`config.mk`:
```
export PLATFORM = sky130hd
export DESIGN_NAME = sro_overlay
export DESIGN_NICKNAME = d
export VERILOG_FILES = /design/src/rtl/sro_pkg.sv /design/src/rtl/sro_decode.sv /design/src/rtl/sro_bank.sv /design/src/rtl/sro_rdstage.sv /design/src/rtl/sro_overlay.sv
export SDC_FILE = /design/constraint.sdc
export NUM_CORES = 2
export LEC_CHECK = 0
export BUFFER_PORTS_ARGS = -buffer_cell sky130_fd_sc_hd__buf_4
export CAP_MARGIN = 10
export CELL_PAD_IN_SITES_DETAIL_PLACEMENT = 0
export CELL_PAD_IN_SITES_GLOBAL_PLACEMENT = 1
export CORE_ASPECT_RATIO = 1.5
export CORE_UTILIZATION = 54
export DETAILED_ROUTE_END_ITERATION = 10
export PLACE_DENSITY_LB_ADDON = 0.15
export SYNTH_ARGS = -nofsm -noshare
export SYNTH_HDL_FRONTEND = slang
export SYNTH_SLANG_ARGS = --single-unit
```
`constraint.sdc`:
```
create_clock -name clk -period 3.08 [get_ports clk]
set_input_delay 0.308 -clock clk [delete_from_list [all_inputs] [get_ports clk]]
set_output_delay 0.308 -clock clk [all_outputs]
set_load 0.01 [all_outputs]
```
`src/rtl/sro_pkg.sv`:
```
package sro_pkg;

    localparam int WORD_W   = 64;
    localparam int NUM_SREG = 32;
    localparam int IDX_W    = $clog2(NUM_SREG);
    localparam int CHAN_W   = 7;

    typedef logic [WORD_W-1:0] word_t;
    typedef logic [IDX_W-1:0]  sidx_t;

    // Overlay addresses whose behaviour depends on their position
    localparam int A_ZERO   = 0;
    localparam int A_CHAN   = 5;
    localparam int A_MASK   = 12;
    localparam int A_FACTOR = 14;

    // Big-endian bit n lives at vector index 63-n
    localparam word_t MASK_ONES  = {20'hF_FFFF, 44'h0};
    localparam word_t MASK_WRITE = {20'h0, 28'hFFF_FFFF, 16'h0};
    localparam word_t CHAN_FIELD = {12'h0, 7'h7F, 45'h0};

    typedef struct packed {
        logic  hit;
        logic  we;
        sidx_t idx;
        word_t wdata;
    } sreg_req_t;

    // Bits a program store may change
    function automatic word_t prog_wmask(int i);
        case (i)
            A_ZERO, A_CHAN, A_FACTOR: return '0;
            A_MASK:                   return MASK_WRITE;
            default:                  return '1;
        endcase
    endfunction

    // Bits that read back from storage
    function automatic word_t read_keep(int i);
        case (i)
            A_ZERO:  return '0;
            A_CHAN:  return CHAN_FIELD;
            A_MASK:  return MASK_WRITE;
            default: return '1;
        endcase
    endfunction

    // Bits forced to one on read
    function automatic word_t read_force(int i);
        return (i == A_MASK) ? MASK_ONES : '0;
    endfunction

endpackage

```
`src/rtl/sro_decode.sv`:
```
module sro_decode
    import sro_pkg::*;
#(
    parameter int AW = 18
) (
    input  logic          req_valid,
    input  logic          req_we,
    input  logic [AW-1:0] req_addr,
    input  word_t         req_wdata,
    output sreg_req_t     sreq,
    output logic          mem_req,
    output logic          mem_we,
    output logic [AW-1:0] mem_addr,
    output word_t         mem_wdata
);

    logic in_overlay;

    assign in_overlay = (req_addr[AW-1:IDX_W] == '0);

    always_comb begin
        sreq.hit   = req_valid && in_overlay;
        sreq.we    = req_we;
        sreq.idx   = req_addr[IDX_W-1:0];
        sreq.wdata = req_wdata;
    end

    assign mem_req   = req_valid && !in_overlay;
    assign mem_we    = req_we;
    assign mem_addr  = req_addr;
    assign mem_wdata = req_wdata;

endmodule

```
`src/rtl/sro_bank.sv`:
```
module sro_bank
    import sro_pkg::*;
(
    input  logic              clk,
    input  logic              rst,
    input  sreg_req_t         sreq,
    input  logic              chan_load,
    input  logic [CHAN_W-1:0] chan_value,
    input  logic              fac_load,
    input  word_t             fac_value,
    output word_t             rd_word
);

    word_t view [NUM_SREG];
    word_t chan_word;

    assign chan_word = {12'h0, chan_value, 45'h0};

    for (genvar i = 0; i < NUM_SREG; i++) begin : g_reg
        localparam word_t WM = prog_wmask(i);
        localparam word_t RK = read_keep(i);
        localparam word_t RF = read_force(i);
        word_t q;
        logic  sw_hit;

        assign sw_hit = sreq.hit && sreq.we && (sreq.idx == sidx_t'(i));

        always_ff @(posedge clk) begin
            if (rst) begin
                q <= '0;
            end else begin
                if (sw_hit)
                    q <= (q & ~WM) | (sreq.wdata & WM);
                if (i == A_CHAN && chan_load)
                    q <= chan_word;
                if (i == A_FACTOR && fac_load)
                    q <= fac_value;
            end
        end

        assign view[i] = (q & RK) | RF;
    end

    assign rd_word = view[sreq.idx];

endmodule

```
`src/rtl/sro_rdstage.sv`:
```
module sro_rdstage
    import sro_pkg::*;
(
    input  logic  clk,
    input  logic  rst,
    input  logic  rd_en,
    input  logic  sel_sreg,
    input  word_t sreg_word,
    input  word_t mem_word,
    output logic  rd_valid,
    output word_t rd_data
);

    always_ff @(posedge clk) begin
        if (rst) begin
            rd_valid <= 1'b0;
            rd_data  <= '0;
        end else begin
            rd_valid <= rd_en;
            if (rd_en)
                rd_data <= sel_sreg ? sreg_word : mem_word;
        end
    end

endmodule

```
`src/rtl/sro_overlay.sv`:
```
module sro_overlay
    import sro_pkg::*;
#(
    parameter int AW = 18
) (
    input  logic              clk,
    input  logic              rst,
    input  logic              req_valid,
    input  logic              req_we,
    input  logic [AW-1:0]     req_addr,
    input  logic [63:0]       req_wdata,
    output logic              rd_valid,
    output logic [63:0]       rd_data,
    input  logic              chan_load,
    input  logic [6:0]        chan_value,
    input  logic              fac_load,
    input  logic [63:0]       fac_value,
    output logic              mem_req,
    output logic              mem_we,
    output logic [AW-1:0]     mem_addr,
    output logic [63:0]       mem_wdata,
    input  logic [63:0]       mem_rdata
);

    sreg_req_t sreq;
    word_t     sreg_word;

    sro_decode #(.AW(AW)) u_dec (
        .req_valid (req_valid),
        .req_we    (req_we),
        .req_addr  (req_addr),
        .req_wdata (req_wdata),
        .sreq      (sreq),
        .mem_req   (mem_req),
        .mem_we    (mem_we),
        .mem_addr  (mem_addr),
        .mem_wdata (mem_wdata)
    );

    sro_bank u_bank (
        .clk        (clk),
        .rst        (rst),
        .sreq       (sreq),
        .chan_load  (chan_load),
        .chan_value (chan_value),
        .fac_load   (fac_load),
        .fac_value  (fac_value),
        .rd_word    (sreg_word)
    );

    sro_rdstage u_rd (
        .clk       (clk),
        .rst       (rst),
        .rd_en     (req_valid && !req_we),
        .sel_sreg  (sreq.hit),
        .sreg_word (sreg_word),
        .mem_word  (mem_rdata),
        .rd_valid  (rd_valid),
        .rd_data   (rd_data)
    );

endmodule

```
==> impl_metrics.toml <==
[sta]
finalCritPeriodShare = 0.788
setup-violations-final = 0
layout_min_cycle_time_ps = 2430
worst_slew_pin_slew_ps = 1200
clock_skew_ps = 23.7
finalMaxSlewViolations = 0
relSlewSlack = 0.176
grt_setup_unrepaired = "no"
worst_slack_ps = 654
max_freq_ghz = 0.412
finalHoldViolations = 0

[setup_path]
r2r_cells = 4
r2r_slack_ps = 680
r2r_start = "u_bank.g_reg[31].q[5]"
endpoint_kind = "flop"
reg2reg_to = "u_rd.rd_data[5]"
cp.required_ps = 3760
critical_path_class = "input port to flop"
crit_arrival_ps = 3100
cp-start-kind = "input port"
critPathMaxFanout = 29

[clocking]
cts_buffer_depth = 3
path_clk_slew_ps = 70
cts_root_buffer = "clkbuf_16"
cts.sinks = 1956
cts_tree = "built"
numCtsBuffers = 186
post_cts_buffers = 0
cts_max_level = 4
clk_latency_ps = 840
postCtsResizedCells = 0
holdBufCountCts = 232

[synthesis]
ys.warnings.count = 0
async_flop_share = 0
ys_top_cells_by_area = "dfxtp_1 (44%), mux2i_1 (24%), nand2b_1 (9.7%)"
synth_ff_type = "dfxtp_1"
netlist_area_um2 = 89100
yosysMostFrequentCell = "mux2i_1"
netlist_instances = 8206
yosysTopAreaCellShare = 0.440
synth_edf_count = 0
ys_ff_latch = 1956
postSynthAreaPerCell_um2 = 10.9
synth_top_area_cell = "dfxtp_1"
yosys-top-cells-count = "mux2i_1 (2,132), dfxtp_1 (1,956), nand2b_1 (1,383), nor2_1 (629), clkbuf_1 (498)"
synth.distinct_cells = 67
ys_seq_area_frac = 0.440
syn_nets = 8429

[grt]
grt_pass1_wl_um = 427000
grt_max_degree = 190
gr-usage-all-layers = 0.341
grt_pass1_vias = 64681
antenna_found_initial = 5
grt_overflow_total = 0

[power]
power_mw = 53.1
ir_drop_v = 0.000627
power_density_nw_per_um2 = 520
leakage_nw = 49.5

[placed_design]
dp_hpwl_um = 177000
post-place-cells = 10084
place_congestion = 0.836
placed_area_um2 = 93600
dp_slack_ps = -117
io_buffers = 371

[floorplanning]
die_h_um = 499
initial_utilization = 0.544
dieArea_um2 = 167000
coreArea_um2 = 164000
ioPinCount = 372
num_rows = 182
die-width_um = 334

[route]
drtIter0Drc = 5231
wl_per_cell_um = 27.2
drt-total-wl_um = 290000
wl_met1_um = 122000
top_layer = "met4"
dr_wl_met3_um = 16700
firstDrtPassIters = 5
ant_nets = 0
via_per_inst = 6.02
drc = 0
vias = 64219
met2_wirelength_um = 137000

[layout]
area.growth.synth_to_final_pct = 14.7
drive_gt1_frac = 0.163
postLayoutCellArea_um2 = 102000
finalNonFillerCells = 10659
nets = 8611
fillers = 13136

[outcome]
status = "finished clean"

[min_path]
holdPathStages = 4
hold_start = "req_addr[4]"
whs_endpoint = "u_rd.rd_data[21]"
holdCritPathClass = "input port to flop"

[run]
cap_violations = 0
[per-layer routing]
layer,vias to the layer above,global-route usage
met5,-,0
met4,0,0.156
met3,576,0.0477
met2,2162,0.567
met1,32541,0.439
li1,28940,-
[cell type report]
class,count,area (um2),share of cell area
Multi-Input combinational cell,5308,45300,0.444
Sequential cell,1956,39200,0.383
Timing Repair Buffer,929,8710,0.0853
Clock buffer,281,5570,0.0545
Tap cell,2116,2650,0.0259
Clock inverter,61,696,0.00681
Inverter,7,26.3,0.000257
Antenna cell,1,2.50,0.0000245
[cells by family after synthesis]
| group | share of synthesized area |
|---|---|
| AOI/OAI and AO/OA | 0.0533 |
| buffers and inverters | 0.0542 |
| DFF | 0.440 |
| muxes | 0.317 |
| and+or+nand+nor | 0.136 |
[critical path: stages]
cell and delay, ps:
buf_8 270, buf_12 260, buf_4 250, mux4_2 510
a22o_1 190, a211oi_1 990, o21ai_0 220
[where the power goes]
group / internal [mW] / leakage, nW / switching, mW
Sequential: 25.4 / 15.8 / 0.123
Combinational: 1.54 / 30.7 / 2.24
Clock: 13.6 / 3.08 / 10.2
[through the flow]
stage / util / setup TNS (ps) / hold slack, ps
CTS: 0.624 / 0 / 12.4
global route: 0.624 / 0 / 83.7
finish: 0.624 / 0 / 53.1
floorplan: - / 0 / 406
detailed placement: 0.571 / -117 / 461
global placement: 0.571 / -261 / 455
[cell usage in the layout (no fill, tap or decap), types with 9 or more instances in the layout]
cell type / n
mux2i_1: 2132
dfxtp_1: 1956
nand2b_1: 1383
nor2_1: 628
buf_4: 601
mux4_2: 268
dlygate4sd3_1: 232
clkbuf_16: 193
buf_12: 90
a22oi_1: 88
mux2_2: 78
nand2_1: 75
o221ai_1: 68
o21ai_0: 63
a221oi_1: 62
a22o_1: 56
a211oi_1: 52
a21oi_1: 48
clkbuf_1: 47
o31ai_1: 45
clkbuf_8: 41
clkinv_2: 32
nor3_1: 30
o22ai_1: 14
a221o_1: 14
a31oi_1: 14
a2111oi_0: 13
bufinv_16: 13
o41ai_1: 12
nand3_1: 11
nand3_4: 11
o2bb2ai_1: 11
a311oi_1: 9
[registers in the layout (all words and copies together) (netlist names)]
name           flops
u_rd.rd_data      64
u_bank.g.q      1891
u_rd.rd_valid      1
[how the worst max path moves through the flow]
stage | startpoint | end | depth (start not counted)
CTS | u_bank.g_reg[31].q[5] | u_rd.rd_data[5] | 4
floorplan | req_addr[1] | u_rd.rd_data[54] | 8
detailed placement | req_addr[0] | u_rd.rd_data[10] | 7
global route | rst | u_rd.rd_data[35] | 7
finish | req_addr[0] | u_rd.rd_data[10] | 7
global placement | req_addr[0] | u_rd.rd_data[36] | 8
Note: power is estimated with default switching activity, not from simulation.
